`src/rtl/rc_alu_pkg.sv`:
```
package rc_alu_pkg;
  typedef enum logic [1:0] {
    OP_ARITH = 2'b00,
    OP_AND   = 2'b01,
    OP_OR    = 2'b10,
    OP_NOTA  = 2'b11
  } alu_op_e;
endpackage

```
`src/rtl/rc_alu_fa.sv`:
```
module rc_alu_fa (
  input  logic x_i,
  input  logic y_i,
  input  logic c_i,
  output logic s_o,
  output logic c_o
);
  assign s_o = x_i ^ y_i ^ c_i;
  // majority of the three inputs
  assign c_o = (x_i & y_i) | (x_i & c_i) | (y_i & c_i);
endmodule

```
`src/rtl/rc_alu_chain.sv`:
```
module rc_alu_chain #(
  parameter int unsigned WIDTH = 4
) (
  input  logic [WIDTH-1:0] x_i,
  input  logic [WIDTH-1:0] y_i,
  input  logic             cin_i,
  output logic [WIDTH-1:0] sum_o,
  output logic             cout_o
);
  logic [WIDTH:0] carry;
  assign carry[0] = cin_i;

  for (genvar g = 0; g < WIDTH; g++) begin : g_stage
    rc_alu_fa u_fa (
      .x_i (x_i[g]),
      .y_i (y_i[g]),
      .c_i (carry[g]),
      .s_o (sum_o[g]),
      .c_o (carry[g+1])
    );
  end

  assign cout_o = carry[WIDTH];
endmodule

```
`src/rtl/rc_alu_ysel.sv`:
```
module rc_alu_ysel #(
  parameter int unsigned WIDTH = 4
) (
  input  logic [WIDTH-1:0] reg_y_i,
  input  logic [WIDTH-1:0] imm_i,
  input  logic             imm_sel_i,
  input  logic             inv_i,
  output logic [WIDTH-1:0] y_o,
  output logic [WIDTH-1:0] y_add_o
);
  assign y_o     = imm_sel_i ? imm_i : reg_y_i;
  assign y_add_o = y_o ^ {WIDTH{inv_i}};
endmodule

```
`src/rtl/rc_alu.sv`:
```
module rc_alu
  import rc_alu_pkg::*;
#(
  parameter int unsigned WIDTH = 4
) (
  input  logic [WIDTH-1:0] a_i,
  input  logic [WIDTH-1:0] reg_y_i,
  input  logic [WIDTH-1:0] imm_i,
  input  logic             imm_sel_i,
  input  logic [1:0]       op_i,
  input  logic             sub_i,
  output logic [WIDTH-1:0] res_o,
  output logic             cout_o
);
  alu_op_e         op;
  logic            do_sub;
  logic [WIDTH-1:0] y_val, y_add, sum;
  logic            chain_cout;

  assign op     = alu_op_e'(op_i);
  assign do_sub = sub_i & (op == OP_ARITH);

  rc_alu_ysel #(.WIDTH(WIDTH)) u_ysel (
    .reg_y_i   (reg_y_i),
    .imm_i     (imm_i),
    .imm_sel_i (imm_sel_i),
    .inv_i     (do_sub),
    .y_o       (y_val),
    .y_add_o   (y_add)
  );

  // subtract: same chain, inverted Y, carry-in forced high
  rc_alu_chain #(.WIDTH(WIDTH)) u_chain (
    .x_i    (a_i),
    .y_i    (y_add),
    .cin_i  (do_sub),
    .sum_o  (sum),
    .cout_o (chain_cout)
  );

  always_comb begin
    res_o  = '0;
    cout_o = 1'b0;
    unique case (op)
      OP_ARITH: begin
        res_o  = sum;
        cout_o = chain_cout;
      end
      OP_AND:  res_o = a_i & y_val;
      OP_OR:   res_o = a_i | y_val;
      OP_NOTA: res_o = ~a_i;
      default: res_o = '0;
    endcase
  end
endmodule

```
`config.mk`:
```
export PLATFORM = sky130hd
export DESIGN_NAME = rc_alu
export DESIGN_NICKNAME = d
export VERILOG_FILES = /design/src/rtl/rc_alu_pkg.sv /design/src/rtl/rc_alu_fa.sv /design/src/rtl/rc_alu_chain.sv /design/src/rtl/rc_alu_ysel.sv /design/src/rtl/rc_alu.sv
export SDC_FILE = /design/constraint.sdc
export NUM_CORES = 1
export LEC_CHECK = 0
export CELL_PAD_IN_SITES_DETAIL_PLACEMENT = 0
export CELL_PAD_IN_SITES_GLOBAL_PLACEMENT = 1
export CORE_AREA = 2 2 39 41
export DETAILED_ROUTE_END_ITERATION = 8
export DIE_AREA = 0 0 41 43
export PLACE_DENSITY_LB_ADDON = 0.25
export SLEW_MARGIN = 20
export SYNTH_ARGS = -nofsm -noshare
export SYNTH_HDL_FRONTEND = slang
export SYNTH_HIERARCHICAL = 1
export SYNTH_SLANG_ARGS = --single-unit
```
`constraint.sdc`:
```
create_clock -name vclk -period 5.64
set_clock_uncertainty 0.05 [all_clocks]
set_input_delay 1.128 -clock vclk [all_inputs]
set_output_delay 1.128 -clock vclk [all_outputs]
set_load 0.02 [all_outputs]
```
Word-level counts from Yosys, hierarchy flattened
Index checks and enable logic that the tools add are counted.

operators by class
  eq/ne operators = 3
  mux-type cells = 3
  bitwise operators = 33
  reduce and logical (&&, ||, !) cells = 1

operators with widths
  cell                count
  $pmux 4 s4          1
  $and 1x1->1         13
  $or 1x1->1          8
  $xor 1x1->1         8
  $and 4x4->4         1
  $eq 2x2->1 const B  2
  $mux 4              1
  $not 4->4           1
  $or 4x4->4          1
  $xor 4x4->4         1
  $eq 2x1->1 const B  1
  $logic_not 2->1     1
  $mux 1              1

word-level totals
  register bits after elaboration = 0
  input port bits = 16
  logic and storage cells = 40

Logic depth before layout (Yosys ltp)
Gate-level depths: netlist (run 1).

  word-level depth = 16
  mapped depth = 8

Cells and area by module
The synthesis (run 1) kept the hierarchy.

modules (own cells, without submodules)
  module       times used  cells an instance  area an instance (µm²)  seq. area each (µm²)
  rc_alu       1           19                 180.2                   0.0
  rc_alu_fa    4           1                  20.0                    0.0
  rc_alu_ysel  1           8                  80.1                    0.0

Least setup slack after synthesis (run 1)
No wires, ideal clock.

  path type = input port to output port
  start = in op_i[1]
  end = out res_o[3]
  arrival = 4.213 ns
  data required time = 4.462 ns
  slack = 0.249 ns
  stages = 8
  cells stage by stage = buf_2 > nor3b_1 > xor2_1 > fa_1 > fa_1 > fa_1 > fa_1 > mux4_2

on the way
  word-level cells in the longest chain between the ends = 14
  elaborated cells between the ends (all ways) = 24
  those cells by class = eq/ne (3); mux (1); bitwise (19); reduce/logical (1)

RTL lines
  what                  line                RTL
  start: declaration    rc_alu.sv:10        input logic [1:0] op_i,
  $logic_not 2->1 *     rc_alu.sv:21        assign do_sub = sub_i & (op == OP_ARITH);
  $and 1x1->1 *         rc_alu.sv:21
  net do_sub            rc_alu.sv:16        logic do_sub;
  $xor 4x4->4 *         rc_alu_ysel.sv:12   assign y_add_o = y_o ^ {WIDTH{inv_i}};
  net y_add[0]          rc_alu.sv:17        logic [WIDTH-1:0] y_val, y_add, sum;
  $and 1x1->1           rc_alu_fa.sv:10     assign c_o = (x_i & y_i) | (x_i & c_i) | (y_i & c_i);
  $or 1x1->1            rc_alu_fa.sv:10
  $or 1x1->1 *          rc_alu_fa.sv:10
  net u_chain.carry[1]  rc_alu_chain.sv:10  logic [WIDTH:0] carry;
  (+3 left out)         --
  net u_chain.carry[2]  rc_alu_chain.sv:10
  $and 1x1->1           rc_alu_fa.sv:10
  $or 1x1->1            rc_alu_fa.sv:10
  $or 1x1->1 *          rc_alu_fa.sv:10
  net u_chain.carry[3]  rc_alu_chain.sv:10
  $xor 1x1->1 *         rc_alu_fa.sv:8      assign s_o = x_i ^ y_i ^ c_i;
  net sum[3]            rc_alu.sv:17
  $pmux 4 s4 *          rc_alu.sv:44        unique case (op)
  end: declaration      rc_alu.sv:12        output logic [WIDTH-1:0] res_o,

The timed path passes the listed nets; every way through them passes the cells marked *.

Worst setup path in the final report (run 1)
  start = in imm_sel_i
  end = out res_o[3]

on the way
  word-level cells in the longest chain between the ends = 13
  elaborated cells between the ends (all ways) = 21
  those cells by class = mux (2); bitwise (19)

RTL lines
  what                  line                RTL
  start: declaration    rc_alu.sv:9         input logic imm_sel_i,
  $mux 4 *              rc_alu_ysel.sv:11   assign y_o = imm_sel_i ? imm_i : reg_y_i;
  net y_val[0]          rc_alu.sv:17
  $xor 4x4->4 *         rc_alu_ysel.sv:12
  net y_add[0]          rc_alu.sv:17
  $and 1x1->1           rc_alu_fa.sv:10
  $or 1x1->1            rc_alu_fa.sv:10
  $or 1x1->1 *          rc_alu_fa.sv:10
  net u_chain.carry[1]  rc_alu_chain.sv:10
  (+3 left out)         --
  net u_chain.carry[2]  rc_alu_chain.sv:10
  $and 1x1->1           rc_alu_fa.sv:10
  $or 1x1->1            rc_alu_fa.sv:10
  $or 1x1->1 *          rc_alu_fa.sv:10
  net u_chain.carry[3]  rc_alu_chain.sv:10
  $xor 1x1->1 *         rc_alu_fa.sv:8
  net sum[3]            rc_alu.sv:17
  $pmux 4 s4 *          rc_alu.sv:44

Marked as above.

==> run metrics, run 1 <==
Seq/Total Area, Yosys 0%; Synth top area share about a quarter; Max Slew Vio Count 0; hpwl dp between 600 and 700 um; Hold Crit Class in -> out; Tightest Pin Transition between 0.3 and 0.4 ns; CP Capture Type output pin; global-route wire length before repair between 1000 and 1500 um; placed cell area between 600 and 700 um2; top post-synthesis cells by area mux4_2 (26%), fa_1 (24%), mux2_2 (13%); global route overflow 0; worst hold start a_i[3]; status completed; Slew HR between 70% and 80%; Worst Path Required roughly 4.5 ns; pin count of the biggest net entering global routing 6; startpoint types input pin; Final #Nets 78; clock buffers 0; Worst Setup SP imm_sel_i; Total Power 0.0000615 W; routed via count 315; Final Hold Fails 0; seq_cells 0; routed vias/inst 4.38; DRC viols 0; data arrival time of the critical path ~4.4 ns; initial antenna violation count 0; crit path max fanout 3; Post-Synthesis Cells 31; final period utilization between 90% and 100%; peak supply drop 0.0402 mV; Hold EP res_o[3]; Rows 14; hold buffer count at CTS 0; drt pass-1 iters 1; # diodes 0; Yosys top cell by area mux4_2; synthesized area per cell around 11 um2; Placer Congestion 0.702; Leak between 0.2 and 0.25 nW; grt met1 use around an eighth; CP peak stage delay 0.49 ns; met3 Use GR 0%; Pwr Density 102 nW/um2; Storage cell area 0 um2; Global Route met2 Usage a little under a fifth; Final ANT Viol Nets 0; vias in the first global route 330; max-cap violation count 0; delay-heaviest family, CP adder cells; Top-Level Pins 21; Chip Width 41 um; Die Y-Extent around 43 um; 1st-iter DRT viols 0; maximum clock rate approximately 180 MHz; syn_nets a little over 50; critical-path cell list clkdlybuf4s50_1 -> mux2_2 -> xor2_1 -> fa_1 -> fa_2 -> fa_2 -> fa_1 -> mux4_2 -> buf_2; unrepaired setup endpoints after global routing no; Top Usage Layer GRT met2; hold depth 4; Yosys warning count 6; Die ar. 1760 um2; design area 603 um2; Distinct cells, synth 9; DR WL/cell between 10 and 15 um; Port Buf Inserts 21; fin crit period approximately 5.5 ns; worst setup path class in -> out; slowest cell on the critical path clkdlybuf4s50_1; Finish-stage setup viols 0; gr usage total under 10%; layout cells sized above 1 between 30 and 40%; Initial Util 24.6%; Area Growth Syn to Fin 77.2%; area of the core 1380 um2; mapped cell area between 300 and 400 um2; final WL roughly 800 um; CP bufs+invs 2
-- repair_timing --
item                                    in CTS  in global routing
endpoints found under the setup margin       1                  2
gates cloned                                 0                  0
pin swaps                                    0                  0
buffers inserted                             0                  0
gates resized for setup                      5                  1
-- cell type report --
type,count,area [um2]
multi-input combinational,26,325
tap,16,20.0
fill,136,781
inverter,4,15.0
timing repair buffer,26,243
-- layer usage --
layer / vias to the layer above / routed length (um)
li1: 157 / -
met1: 145 / 319
met2: 13 / 415
met3: 0 / 64
met4: 0 / 0
met5: - / 0
-- synth_stat cells --
library cell and count:
and2_2 4, mux4_2 4, buf_2 1, nor3b_1 2, mux2_2 4, fa_1 4
or2_0 4, xor2_1 4, inv_1 4
-- stage by stage --
stage	hold WS (ns)	TNS, ns	utilization (%)	setup WS, ns	cells
finish	3.13	0	43.6	0.116	72
global route	3.17	0	43.6	0.0410	72
CTS	3.14	0	43.4	0.0430	72
detailed placement	3.41	-0.364	43.6	-0.364	72
global placement	3.41	-0.309	43.6	-0.309	72
floorplan	2.29	0	-	0.249	31
-- how the worst max path moves through the flow --
stage                     endpoint  depth (start not counted)  slack [ns]
final                     res_o[3]                          9        0.12
after global placement    res_o[3]                          9       -0.31
after floorplan           res_o[3]                          8        0.25
after CTS                 res_o[3]                          9        0.04
after global routing      res_o[2]                          8        0.04
after detailed placement  res_o[3]                          9       -0.36
-- logic make-up (layout without fill, tap and decap cells) --
group                      count (synthesis)  after routing  synth area share (%)
adders and majority gates                  4              4                  23.5
xor gates and xnor gates                   4              4                  10.3
and+or+nand+nor                           10             10                  20.6
buffers and inverters                      5             30                  5.88
muxes                                      8              8                  39.7
-- power by group --
part	leakage (nW)	switching [W]	internal, W
clock network	0	0	0
registers	0	0	0
logic	0.243	0.0000241	0.0000374
total	0.243	0.0000241	0.0000374
-- cell usage in the layout, fill, tap and decap left out --
cell,n
fa_2,2
clkdlybuf4s50_1,20
xor2_1,4
buf_4,5
fa_1,2
inv_1,4
buf_2,1
mux4_2,4
or2_0,4
and2_2,4
mux2_2,4
nor3b_1,2
Power figures use the tool's default switching activity.
==> run 2: changes to the inputs <==
RECOVER_POWER = 50   (was not set)
==> run 2 against run 1 <==
  * Core utilization is the same
  * First-iteration DRC count is the same
  * Global-route usage is the same
  * Flip-flop and latch count is the same
  * Die area is the same
  * Critical path type unchanged
  * Largest power group unchanged
==> run metrics, run 2 (synthesis results as in run 1) <==
startpoint types input pin; initial antenna violation count 0 (unchanged); placed cell area 603 um2 (unchanged); Final #Nets 78 (unchanged); delay-heaviest family, CP adder cells; Top-Level Pins 21 (unchanged); commonest non-fill, non-tap cell in the layout clkdlybuf4s50_1; final WL 798 um (-0.13%); Seq pwr share 0% (unchanged); Tightest Pin Transition 0.379 ns (unchanged); gr usage total 9.92% (unchanged); peak supply drop 0.0401 mV (about the same); Fillers 136 (unchanged); post-route insts no fill 72 (unchanged); slowest cell on the critical path clkdlybuf4s50_1; hpwl dp 699 um (unchanged); net switching power 0.0000240 W (-0.44%); Rows 14 (unchanged); most frequent cells in the layout clkdlybuf4s50_1 (18), buf_4 (5); CP Capture Type output pin; CP bufs+invs 2 (unchanged); unrepaired setup endpoints after global routing no; Finish-stage setup viols 0 (unchanged); # diodes 0 (unchanged); area occupied by multi-input gates 325 um2 (unchanged); setup tns final 0 ns (unchanged); switching share of power 39.6% (+0.43 points); Cells after DPL 72 (unchanged); global route overflow 0 (unchanged); maximum clock rate 181 MHz (unchanged); Initial Util 24.6% (unchanged); CP peak stage delay 0.49 ns (about the same); DR WL/cell 11.1 um (-0.13%); Max Slew Vio Count 0 (unchanged); vias in the first global route 330 (unchanged); worst setup path class in -> out; routed via count 315 (unchanged); worst hold start a_i[3]; DRC viols 0 (unchanged); max-cap violation count 0 (unchanged); drt pass-1 iters 1 (unchanged); clock buffers 0 (unchanged); Placer Congestion 0.702 (unchanged); Area Growth Syn to Fin 77.2% (unchanged); Clock power frac 0% (unchanged); Pwr Density 100 nW/um2 (-1.5%); 1st-iter DRT viols 0 (unchanged); Die ar. 1760 um2 (unchanged); area of the core 1380 um2 (unchanged); global-route wire length before repair 1280 um (unchanged); Leak 0.244 nW (+0.22%); layout cells sized above 1 35.7% (unchanged); Worst Setup SP imm_sel_i; fin crit period 5.52 ns (unchanged); Slew HR 74.7% (unchanged); data arrival time of the critical path 4.35 ns (about the same); Chip Width 41 um (unchanged); Die Y-Extent 43 um (unchanged); hold buffer count at CTS 0 (unchanged); seq_cells 0 (unchanged); crit path max fanout 3 (unchanged); final period utilization 97.9% (unchanged); Final Hold Fails 0 (unchanged); Storage cell area 0 um2 (unchanged); combinational fraction of design power 100.0% (about the same); pin count of the biggest net entering global routing 6 (unchanged); Worst Path Required 4.46 ns (about the same); Port Buf Inserts 21 (unchanged); Hold Crit Class in -> out; design area 603 um2 (unchanged); status completed; critical-path cell list clkdlybuf4s50_1 -> mux2_2 -> xor2_1 -> fa_1 -> fa_2 -> fa_2 -> fa_1 -> mux4_2 -> buf_2; Final ANT Viol Nets 0 (unchanged); internal power 0.0000366 W (-2.2%); routed vias/inst 4.38 (unchanged)
==> run 2: final timing paths <==
kind / end / slack [ns] / cells past startpoint
worst max-delay path: res_o[3] / 0.12 / 9
worst min-delay path: res_o[3] / 3.13 / 4
==> run 2: area by class of cell <==
class | instances | share of cell area [%]
Multi-Input combinational cell | 26 | 53.9
Timing Repair Buffer | 26 | 40.2
Tap cell | 16 | 3.32
Inverter | 4 | 2.49
==> run 2: tightest hold or removal path: cells and delay by family <==
kind | cells | cell delay, ns
buffers and inverters | 3 | 0.70
muxes | 1 | 0.22
==> run 2: power groups by stage <==
stage | sequential, W | clock, W | combinational [W]
finish | 0 | 0 | 0.0000606
global route | 0 | 0 | 0.0000657
CTS | 0 | 0 | 0.0000622
detailed placement | 0 | 0 | 0.0000625
global placement | 0 | 0 | 0.0000603
floorplan | 0 | 0 | 0.0000325
==> run 2: repair_timing <==
action                     CTS  global route
gates resized for setup      5             1
cloned                       0             0
setup buffers                0             0
setup endpoints to repair    1             2
==> run 2: layer usage <==
| layer | part of all wire (%) | track usage (%) | up-vias |
|---|---|---|---|
| li1 | - | - | 157 |
| met1 | 40 | 12.5 | 145 |
| met2 | 52 | 18.8 | 13 |
| met3 | 8.0 | 0 | 0 |
| met4 | 0 | 0 | 0 |
| met5 | 0 | 0 | - |
==> run 2: through the flow <==
| step | total power (W) | utilization, % | hold slack, ns | setup WS, ns |
|---|---|---|---|---|
| floorplan | 0.0000325 | - | 2.29 | 0.249 |
| global placement | 0.0000603 | 43.6 | 3.41 | -0.309 |
| detailed placement | 0.0000625 | 43.6 | 3.41 | -0.364 |
| CTS | 0.0000622 | 43.4 | 3.14 | 0.0430 |
| global route | 0.0000657 | 43.6 | 3.17 | 0.0410 |
| finish | 0.0000606 | 43.6 | 3.13 | 0.116 |
